$ cat config.mk
export PLATFORM = sky130hd
export DESIGN_NAME = rtc_shift_ctrl
export DESIGN_NICKNAME = d
export VERILOG_FILES = /design/src/rtl/rtc_shift_pkg.sv /design/src/rtl/rtc_shift_wr.sv /design/src/rtl/rtc_shift_presc.sv /design/src/rtl/rtc_shift_sec.sv /design/src/rtl/rtc_shift_ctrl.sv
export SDC_FILE = /design/constraint.sdc
export NUM_CORES = 1
export LEC_CHECK = 0
export BUFFER_PORTS_ARGS = -buffer_cell sky130_fd_sc_hd__buf_2
export CORE_MARGIN = 2
export CORE_UTILIZATION = 55
export CTS_CLUSTER_SIZE = 30
export DETAILED_ROUTE_END_ITERATION = 12
export PLACE_DENSITY = 0.76
export SLEW_MARGIN = 30
export SYNTH_ARGS = -nofsm -noshare
export SYNTH_HDL_FRONTEND = slang
export SYNTH_HIERARCHICAL = 1
export SYNTH_SLANG_ARGS = --single-unit
export TNS_END_PERCENT = 10
$ cat constraint.sdc
create_clock -name clk -period 9.3 [get_ports clk]
set_input_delay 0.93 -clock clk [delete_from_list [all_inputs] [get_ports clk]]
set_output_delay 0.93 -clock clk [all_outputs]
set_load 0.02 [all_outputs]
$ cat src/rtl/rtc_shift_pkg.sv
package rtc_shift_pkg;
  localparam int FRAC_W   = 15;
  localparam int REG_W    = 32;
  localparam int ADD1_POS = 31;

  typedef struct packed {
    logic              add1;
    logic [FRAC_W-1:0] frac;
  } shift_req_t;
endpackage

$ cat src/rtl/rtc_shift_wr.sv
module rtc_shift_wr
  import rtc_shift_pkg::*;
(
  input  logic             clk,
  input  logic             rst_n,
  input  logic             tick,
  input  logic             wr_en,
  input  logic [REG_W-1:0] wdata,
  output logic             pend,
  output logic             sync,
  output shift_req_t       req
);
  logic       pend_q, pend_d;
  logic       sync_q, sync_d;
  shift_req_t req_q, req_d;
  logic       accept;
  logic       apply;

  assign accept = wr_en & ~pend_q;
  assign apply  = tick & pend_q;

  always_comb begin
    pend_d = pend_q;
    sync_d = sync_q;
    req_d  = req_q;
    if (apply)
      pend_d = 1'b0;
    if (tick && !pend_q)
      sync_d = 1'b1;
    if (accept) begin
      pend_d     = 1'b1;
      sync_d     = 1'b0;
      req_d.add1 = wdata[ADD1_POS];
      req_d.frac = wdata[FRAC_W-1:0];
    end
  end

  always_ff @(posedge clk or negedge rst_n) begin
    if (!rst_n) begin
      pend_q <= 1'b0;
      sync_q <= 1'b0;
      req_q  <= '0;
    end else begin
      pend_q <= pend_d;
      sync_q <= sync_d;
      req_q  <= req_d;
    end
  end

  assign pend = pend_q;
  assign sync = sync_q;
  assign req  = req_q;

  // a locked-out write leaves the held request and the flag alone
  assert_locked_out_R5: assert property (@(posedge clk) disable iff (!rst_n)
    (pend_q && !tick) |=> (pend_q && $stable(req_q)));
  // the applying tick retires the request
  assert_apply_clears_R6: assert property (@(posedge clk) disable iff (!rst_n)
    (pend_q && tick) |=> !pend_q);
  // an idle tick with no accepted write marks the shadow synchronised
  assert_sync_set_R10: assert property (@(posedge clk) disable iff (!rst_n)
    (tick && !pend_q && !wr_en) |=> sync_q);
endmodule

$ cat src/rtl/rtc_shift_presc.sv
module rtc_shift_presc #(
  parameter int PW = 15
) (
  input  logic          clk,
  input  logic          rst_n,
  input  logic          tick,
  input  logic          apply,
  input  logic          add1,
  input  logic [PW-1:0] frac,
  input  logic [PW-1:0] reload,
  output logic [PW-1:0] cnt,
  output logic          sec_inc,
  output logic          sec_dec
);
  logic [PW-1:0] cnt_q, cnt_d;
  logic [PW-1:0] eff;
  logic [PW:0]   sum;
  logic [PW:0]   wrapped;
  logic          over;

  assign eff     = (frac > reload) ? reload : frac;
  assign sum     = {1'b0, cnt_q} + {1'b0, eff};
  assign over    = sum > {1'b0, reload};
  assign wrapped = sum - {1'b0, reload} - {{PW{1'b0}}, 1'b1};

  always_comb begin
    cnt_d   = cnt_q;
    sec_inc = 1'b0;
    sec_dec = 1'b0;
    if (apply) begin
      sec_inc = add1;
      if (over) begin
        cnt_d   = wrapped[PW-1:0];
        sec_dec = 1'b1;
      end else begin
        cnt_d = sum[PW-1:0];
      end
    end else if (tick) begin
      if (cnt_q == '0) begin
        cnt_d   = reload;
        sec_inc = 1'b1;
      end else begin
        cnt_d = cnt_q - {{(PW-1){1'b0}}, 1'b1};
      end
    end
  end

  always_ff @(posedge clk or negedge rst_n) begin
    if (!rst_n) cnt_q <= '0;
    else        cnt_q <= cnt_d;
  end

  assign cnt = cnt_q;

  // without a tick the prescaler holds
  assert_hold_R2: assert property (@(posedge clk) disable iff (!rst_n)
    !tick |=> $stable(cnt_q));
  // a plain tick on a non-zero count steps down by one
  assert_step_down_R2: assert property (@(posedge clk) disable iff (!rst_n)
    (tick && !apply && cnt_q != '0) |=> (cnt_q == $past(cnt_q) - 1'b1));
  // after a correction the count sits inside the reload range
  assert_apply_range_R7: assert property (@(posedge clk) disable iff (!rst_n)
    apply |=> (cnt_q <= $past(reload)));
endmodule

$ cat src/rtl/rtc_shift_sec.sv
module rtc_shift_sec #(
  parameter int SW = 17
) (
  input  logic          clk,
  input  logic          rst_n,
  input  logic          inc,
  input  logic          dec,
  output logic [SW-1:0] sec
);
  logic [SW-1:0] sec_q, sec_d;

  always_comb begin
    sec_d = sec_q;
    unique case ({inc, dec})
      2'b10:   sec_d = sec_q + {{(SW-1){1'b0}}, 1'b1};
      2'b01:   sec_d = sec_q - {{(SW-1){1'b0}}, 1'b1};
      default: sec_d = sec_q;
    endcase
  end

  always_ff @(posedge clk or negedge rst_n) begin
    if (!rst_n) sec_q <= '0;
    else        sec_q <= sec_d;
  end

  assign sec = sec_q;

  // an increment and a withheld second cancel
  assert_cancel_R8: assert property (@(posedge clk) disable iff (!rst_n)
    (inc && dec) |=> $stable(sec_q));
endmodule

$ cat src/rtl/rtc_shift_ctrl.sv
module rtc_shift_ctrl
  import rtc_shift_pkg::*;
#(
  parameter int SEC_W = 17
) (
  input  logic              clk,
  input  logic              rst_n,
  input  logic              tick,
  input  logic [FRAC_W-1:0] reload,
  input  logic              reg_wr,
  input  logic [REG_W-1:0]  reg_wdata,
  input  logic              reg_rd,
  output logic [REG_W-1:0]  reg_rdata,
  output logic              shift_pend,
  output logic              shadow_sync,
  output logic [FRAC_W-1:0] presc_cnt,
  output logic [SEC_W-1:0]  sec_cnt
);
  shift_req_t req;
  logic       apply;
  logic       sec_inc;
  logic       sec_dec;
  logic       rd_unused;

  // write-only register: reads never expose the held request
  assign rd_unused = reg_rd;
  assign reg_rdata = '0;

  rtc_shift_wr u_wr (
    .clk   (clk),
    .rst_n (rst_n),
    .tick  (tick),
    .wr_en (reg_wr),
    .wdata (reg_wdata),
    .pend  (shift_pend),
    .sync  (shadow_sync),
    .req   (req)
  );

  assign apply = tick & shift_pend;

  rtc_shift_presc #(.PW(FRAC_W)) u_presc (
    .clk     (clk),
    .rst_n   (rst_n),
    .tick    (tick),
    .apply   (apply),
    .add1    (req.add1),
    .frac    (req.frac),
    .reload  (reload),
    .cnt     (presc_cnt),
    .sec_inc (sec_inc),
    .sec_dec (sec_dec)
  );

  rtc_shift_sec #(.SW(SEC_W)) u_sec (
    .clk   (clk),
    .rst_n (rst_n),
    .inc   (sec_inc),
    .dec   (sec_dec),
    .sec   (sec_cnt)
  );

  // an accepted write raises pending and drops the synchronised flag
  assert_accept_R4: assert property (@(posedge clk) disable iff (!rst_n)
    (reg_wr && !shift_pend) |=> (shift_pend && !shadow_sync));
  // seconds move only on a tick
  assert_sec_hold_R2: assert property (@(posedge clk) disable iff (!rst_n)
    !tick |=> $stable(sec_cnt));
endmodule

# Yosys cells after proc, flatten, opt, wreduce, memory -nomap -nowiden
# Cells that the tools add are included.
# word_totals
reg_bits	50
output_inout_bits	66
wordCells	41
# op_classes
add_sub_neg	6
n_lt_le_gt_ge	2
eq_ne	2
mux	15
bitwise	3
reduce_logical	7
# op_table
operator	n
2-to-1 mux 15 bit	5
case mux 17 bit (2 select lines)	1
subtractor 15 x 1 -> 15 bit, second input constant	2
adder 17 x 1 -> 17 bit, second input constant	1
subtractor 17 x 1 -> 17 bit, second input constant	1
adder 15 x 15 -> 16 bit	1
> comparator 16 x 15 -> 1 bit	1
> comparator 15 bit	1
zero test 15 bit	1
subtractor 15 bit	1
2-to-1 mux 1 bit	9
nonzero test 2 bit	4
bitwise AND 1 bit	2
equality test 2 x 1 -> 1 bit, second input constant	1
equality test 2 bit, second input constant	1
logical AND 1 bit	1
zero test 1 bit	1
inverter 1 bit	1

# Longest topological paths before layout
# logic_depth
word_depth	8
ltp_mapped	40
ltp_nobuf	34

# By module
# The synthesis kept the hierarchy.
# modules_own_cells
module	instances	cells_per_inst	area_each_um2	seq_area_each_um2
rtc_shift_presc	1	474	3489.6	375.4
rtc_shift_sec	1	218	1766.7	425.4
rtc_shift_wr	1	42	728.2	450.4
rtc_shift_ctrl	1	34	250.2	0.0

# Least setup slack after synthesis
# OpenSTA, ideal clock, no wires.
# synth_timing
path_kind	input port to flip-flop
from	in reload[1]
to	reg u_sec.sec_q[14], in the netlist u_sec/sec[14]
setup_ns	0.133
arrival_time_ns	8.335
t_required_ns	9.167
path_slack_ns	0.832
stages	38
path_buffers	5
cell_sequence	inv_1 > ha_1 > nor2b_1 > o21a_1 > o21ai_0 > a21oi_1 > o31a_1 > or2_2 > clkbuf_1 > o311ai_0 > ha_1 > a2111oi_0 > o31a_1 > o31ai_1 > a221o_1 > a21oi_1 > xnor2_1 > ha_1 > [... 2 more ...] > a221o_1 > nor4_1 > a2bb2oi_2 > or2b_1 > inv_2 > ha_1 > buf_2 > buf_4 > buf_4 > buf_2 > xor2_1 > ha_1 > nand4bb_1 > and4_1 > a2bb2oi_1 > o22a_1 > a31oi_1 > xnor2_1
# synth_between
elab_chain_cells	8
word_cells_on_any_way	10
cone_classes	add/sub: 1; order compare: 2; eq/ne: 2; mux: 4; reduce/logical: 1
# synth_rtl
element	line	rtl
start: declaration	rtc_shift_ctrl.sv:9	input logic [FRAC_W-1:0] reload,
> comparator 15 bit	rtc_shift_presc.sv:21	assign eff = (frac > reload) ? reload : frac;
2-to-1 mux 15 bit	rtc_shift_presc.sv:21	
adder 15 x 15 -> 16 bit	rtc_shift_presc.sv:22	assign sum = {1'b0, cnt_q} + {1'b0, eff};
> comparator 16 x 15 -> 1 bit (*)	rtc_shift_presc.sv:23	assign over = sum > {1'b0, reload};
2-to-1 mux 1 bit (*)	rtc_shift_presc.sv:32	if (over) begin
2-to-1 mux 1 bit (*)	rtc_shift_presc.sv:30	if (apply) begin
via sec_dec	rtc_shift_ctrl.sv:22	logic sec_dec;
equality test 2 x 1 -> 1 bit or equality test 2 bit (tied branches)	rtc_shift_sec.sv:14	unique case ({inc, dec})
case mux 17 bit (2 select lines) or nonzero test 2 bit (tied branches)	n/a	
end signal: assignment	rtc_shift_sec.sv:22	if (!rst_n) sec_q <= '0;
end signal: assignment	rtc_shift_sec.sv:23	else sec_q <= sec_d;
end: declaration	rtc_shift_sec.sv:10	logic [SW-1:0] sec_q, sec_d;
# Mark *: on every way through the listed nets, which the timed path passes. The rest lies on a longest branch.
# A chain may end at the register's enable or synchronous reset.

# Worst setup path in the final report
# Ends and elaborated chain as after synthesis.

==> reports/results.tsv <==
metric	value	unit
run status	completed	
WL/cell	18.60	um
Antenna Cells	0	
insertion delay to the later sink of the worst-skew pair	300	ps
FFs w/ async S/R, synth	100.0	%
Final Max Slew Viols	0	
Critical Path AT	8980	ps
# placed instances	947	
max-cap violation count	0	
setup TNS	0	ps
final worst-path cycle share	94.20	%
first-pass GRT wire length	28790	um
reg2reg setup slack	1060	ps
port bufs	68	
setup bufs post-CTS	0	
Slew @ Worst Pin	916.3	ps
Initial Util	57.01	%
routability cong.	0.9447	
Post-Layout Cell Count	955	
largest net degree at the start of global routing	51	
Slew headroom	38.11	%
routed vias	6225	
Vias per Instance	6.518	
Synth Instances	768	
global route overflow	0	
H-tree levels	2	
DRT antenna net count	0	
layout cells sized above 1	16.32	%
fmax	114.2	MHz
pre-CTS setup slack	442.4	ps
Synth Flop Type	dfrtp_1	
CTS tree	yes	
Worst-path clk slew	70	ps
drt drc	0	
Post-Syn Area	0.006235	mm^2
final-report hold violation count	0	
initial antenna violation count	0	
required time worst endpoint	9520	ps
area grow syn2layout	7.325	%
full die area	0.01220	mm^2
max incr delay on CP	610	ps
Buf/Inv on CP	3	
shortest period the worst path allows	8760	ps
crit path launch type	input port	
final-stage net count	919	
Die W	110.5	um
Seq/Total Area, Yosys	20.07	%
drt total wl	17770	um
critical path class	input port to flip-flop	
Clock Sinks	50	
worst clock skew	6.814	ps
CTS Hold Bufs	0	
Core Region	0.01094	mm^2
total track usage	28.11	%
vias in the first global route	5858	
Distinct cells, synth	84	
Ys Warns	6	
Die H	110.5	um
Crit. End Element	flip-flop	
setup ws final	539.8	ps
FP Rows	38	
clk buf depth	2	
Min-Delay Path Class	flip-flop to flip-flop	
Iter 0 DRT Violations	560	
I/O pin cnt	118	
1st-pass router iterations	5	
Slowest cell on crit path	o311ai_0	
post-synthesis register bit count	50	
HPWL Detailed	13190	um
Num CTS Buffers	5	
number of synthesized flops with an enable pin	0	
unrepaired setup endpoints after global routing	false	
crit-path leading delay family	compound AO/OA/AOI/OAI gates	
setup violators final	0	
crit-path max FO	15	
post-CTS resize count	0	
CTS root buffer	clkbuf_16	
syn avg cell area	8.118	um^2
most frequent CP cell	ha_1	
metal layers:
metal  wire length (um)  vias up  GRT usage [%]  share of wire, %
met4                605        0          12.08               3.4
met1               6977     2915          34.86                39
met3               1298       48          3.622               7.3
met5                  0        -              0                 0
li1                   -     2920              -                 -
met2               8885      342          48.92                50
final cells by class:
cell class              count  area (um^2)
multi-input cells         616         4420
repair buffers             85        467.9
fillers                  1001         4244
well taps                 140        175.2
flip-flops and latches     50         1251
clock inverters             2        37.54
inverters                  56        210.2
clock buffers               6        128.9
kinds of logic after synthesis:
| family | Yosys count | synth area share, % |
|---|---|---|
| AO/OA/AOI/OAI | 262 | 29.22 |
| XOR/XNOR | 42 | 5.900 |
| adder cells (fa/ha/maj) | 53 | 10.88 |
| buffers and inverters | 133 | 10.98 |
| flip-flops | 50 | 20.07 |
| multiplexers | 33 | 6.201 |
| other | 1 | 0.06015 |
| AND/OR/NAND/NOR | 194 | 16.70 |
per-stage QoR:
step | hold slack [ps] | util (%) | cell area (um^2)
floorplan | 482.3 | - | 6351
global placement | 459.4 | 59.62 | 6520
detailed placement | 468.2 | 59.62 | 6520
CTS | 479.8 | 61.14 | 6686
global route | 485.9 | 61.19 | 6691
finish | 470.0 | 61.19 | 6691
Yosys cell counts (all sizes together), types with 18 or more instances:
cell type	count	share of area, %
clkbuf	24	1.4
dfrtp	50	20
a21oi	66	5.5
nand3	25	2.0
nand2	33	2.0
inv	56	3.4
nor3	18	1.4
mux2	18	3.8
nor2	44	2.6
ha	51	10
xnor2	26	3.7
o21ai	56	4.5
buf	53	6.2
worst paths after layout:
| check | from | end | cells past startpoint |
|---|---|---|---|
| hold reg to reg | u_sec/sec[16] | u_sec/sec[16] | 1 |
| min in group asynchronous | rst_n | u_sec/sec[16] | 2 |
| setup / recovery | reload[1] | u_sec/sec[14] | 35 |
| setup reg to reg | u_wr/req[1] | u_sec/sec[14] | 33 |
| max in group asynchronous | rst_n | u_wr/req[14] | 2 |
| hold / removal | u_sec/sec[16] | u_sec/sec[16] | 1 |
state kept, by name, summed over array words and instances (netlist names):
signal / count
u_presc/cnt: 15
u_sec/sec: 17
u_wr/pend: 1
u_wr/req: 16
u_wr/sync: 1
cell usage in the layout (no fill, tap or decap), types with 8 or more instances in the layout:
| cell | Yosys | final |
|---|---|---|
| buf_2 | 12 | 68 |
| a21oi_1 | 63 | 63 |
| inv_1 | 55 | 55 |
| o21ai_0 | 53 | 53 |
| ha_1 | 51 | 51 |
| dfrtp_1 | 50 | 50 |
| nor2_1 | 44 | 44 |
| nand2_1 | 33 | 33 |
| conb_1 | 1 | 32 |
| xnor2_1 | 26 | 26 |
| nand3_1 | 25 | 25 |
| nor3_1 | 18 | 18 |
| buf_4 | 35 | 17 |
| xor2_1 | 16 | 16 |
| o2111ai_1 | 16 | 16 |
| o311ai_0 | 16 | 16 |
| mux2i_1 | 15 | 15 |
| a211oi_1 | 14 | 14 |
| a21o_1 | 12 | 12 |
| nand4_1 | 11 | 11 |
| mux2_2 | 9 | 9 |
| mux2_4 | 9 | 9 |
| nor2b_1 | 8 | 8 |
| o31a_1 | 8 | 8 |
worst register-to-register path, delay by kind of cell, from the launching register on:
kind                     cells  cell delay [ps]
AO/OA/AOI/OAI               15             3650
AND/OR/NAND/NOR              8             1760
adder cells (fa/ha/maj)      6             1700
XOR/XNOR                     3              540
flip-flops                   1              430
buffers and inverters        1               70
Power is left out: the tool's default activity adds up to more than one toggle a clock period on the data nets, which glitch-free logic cannot reach.
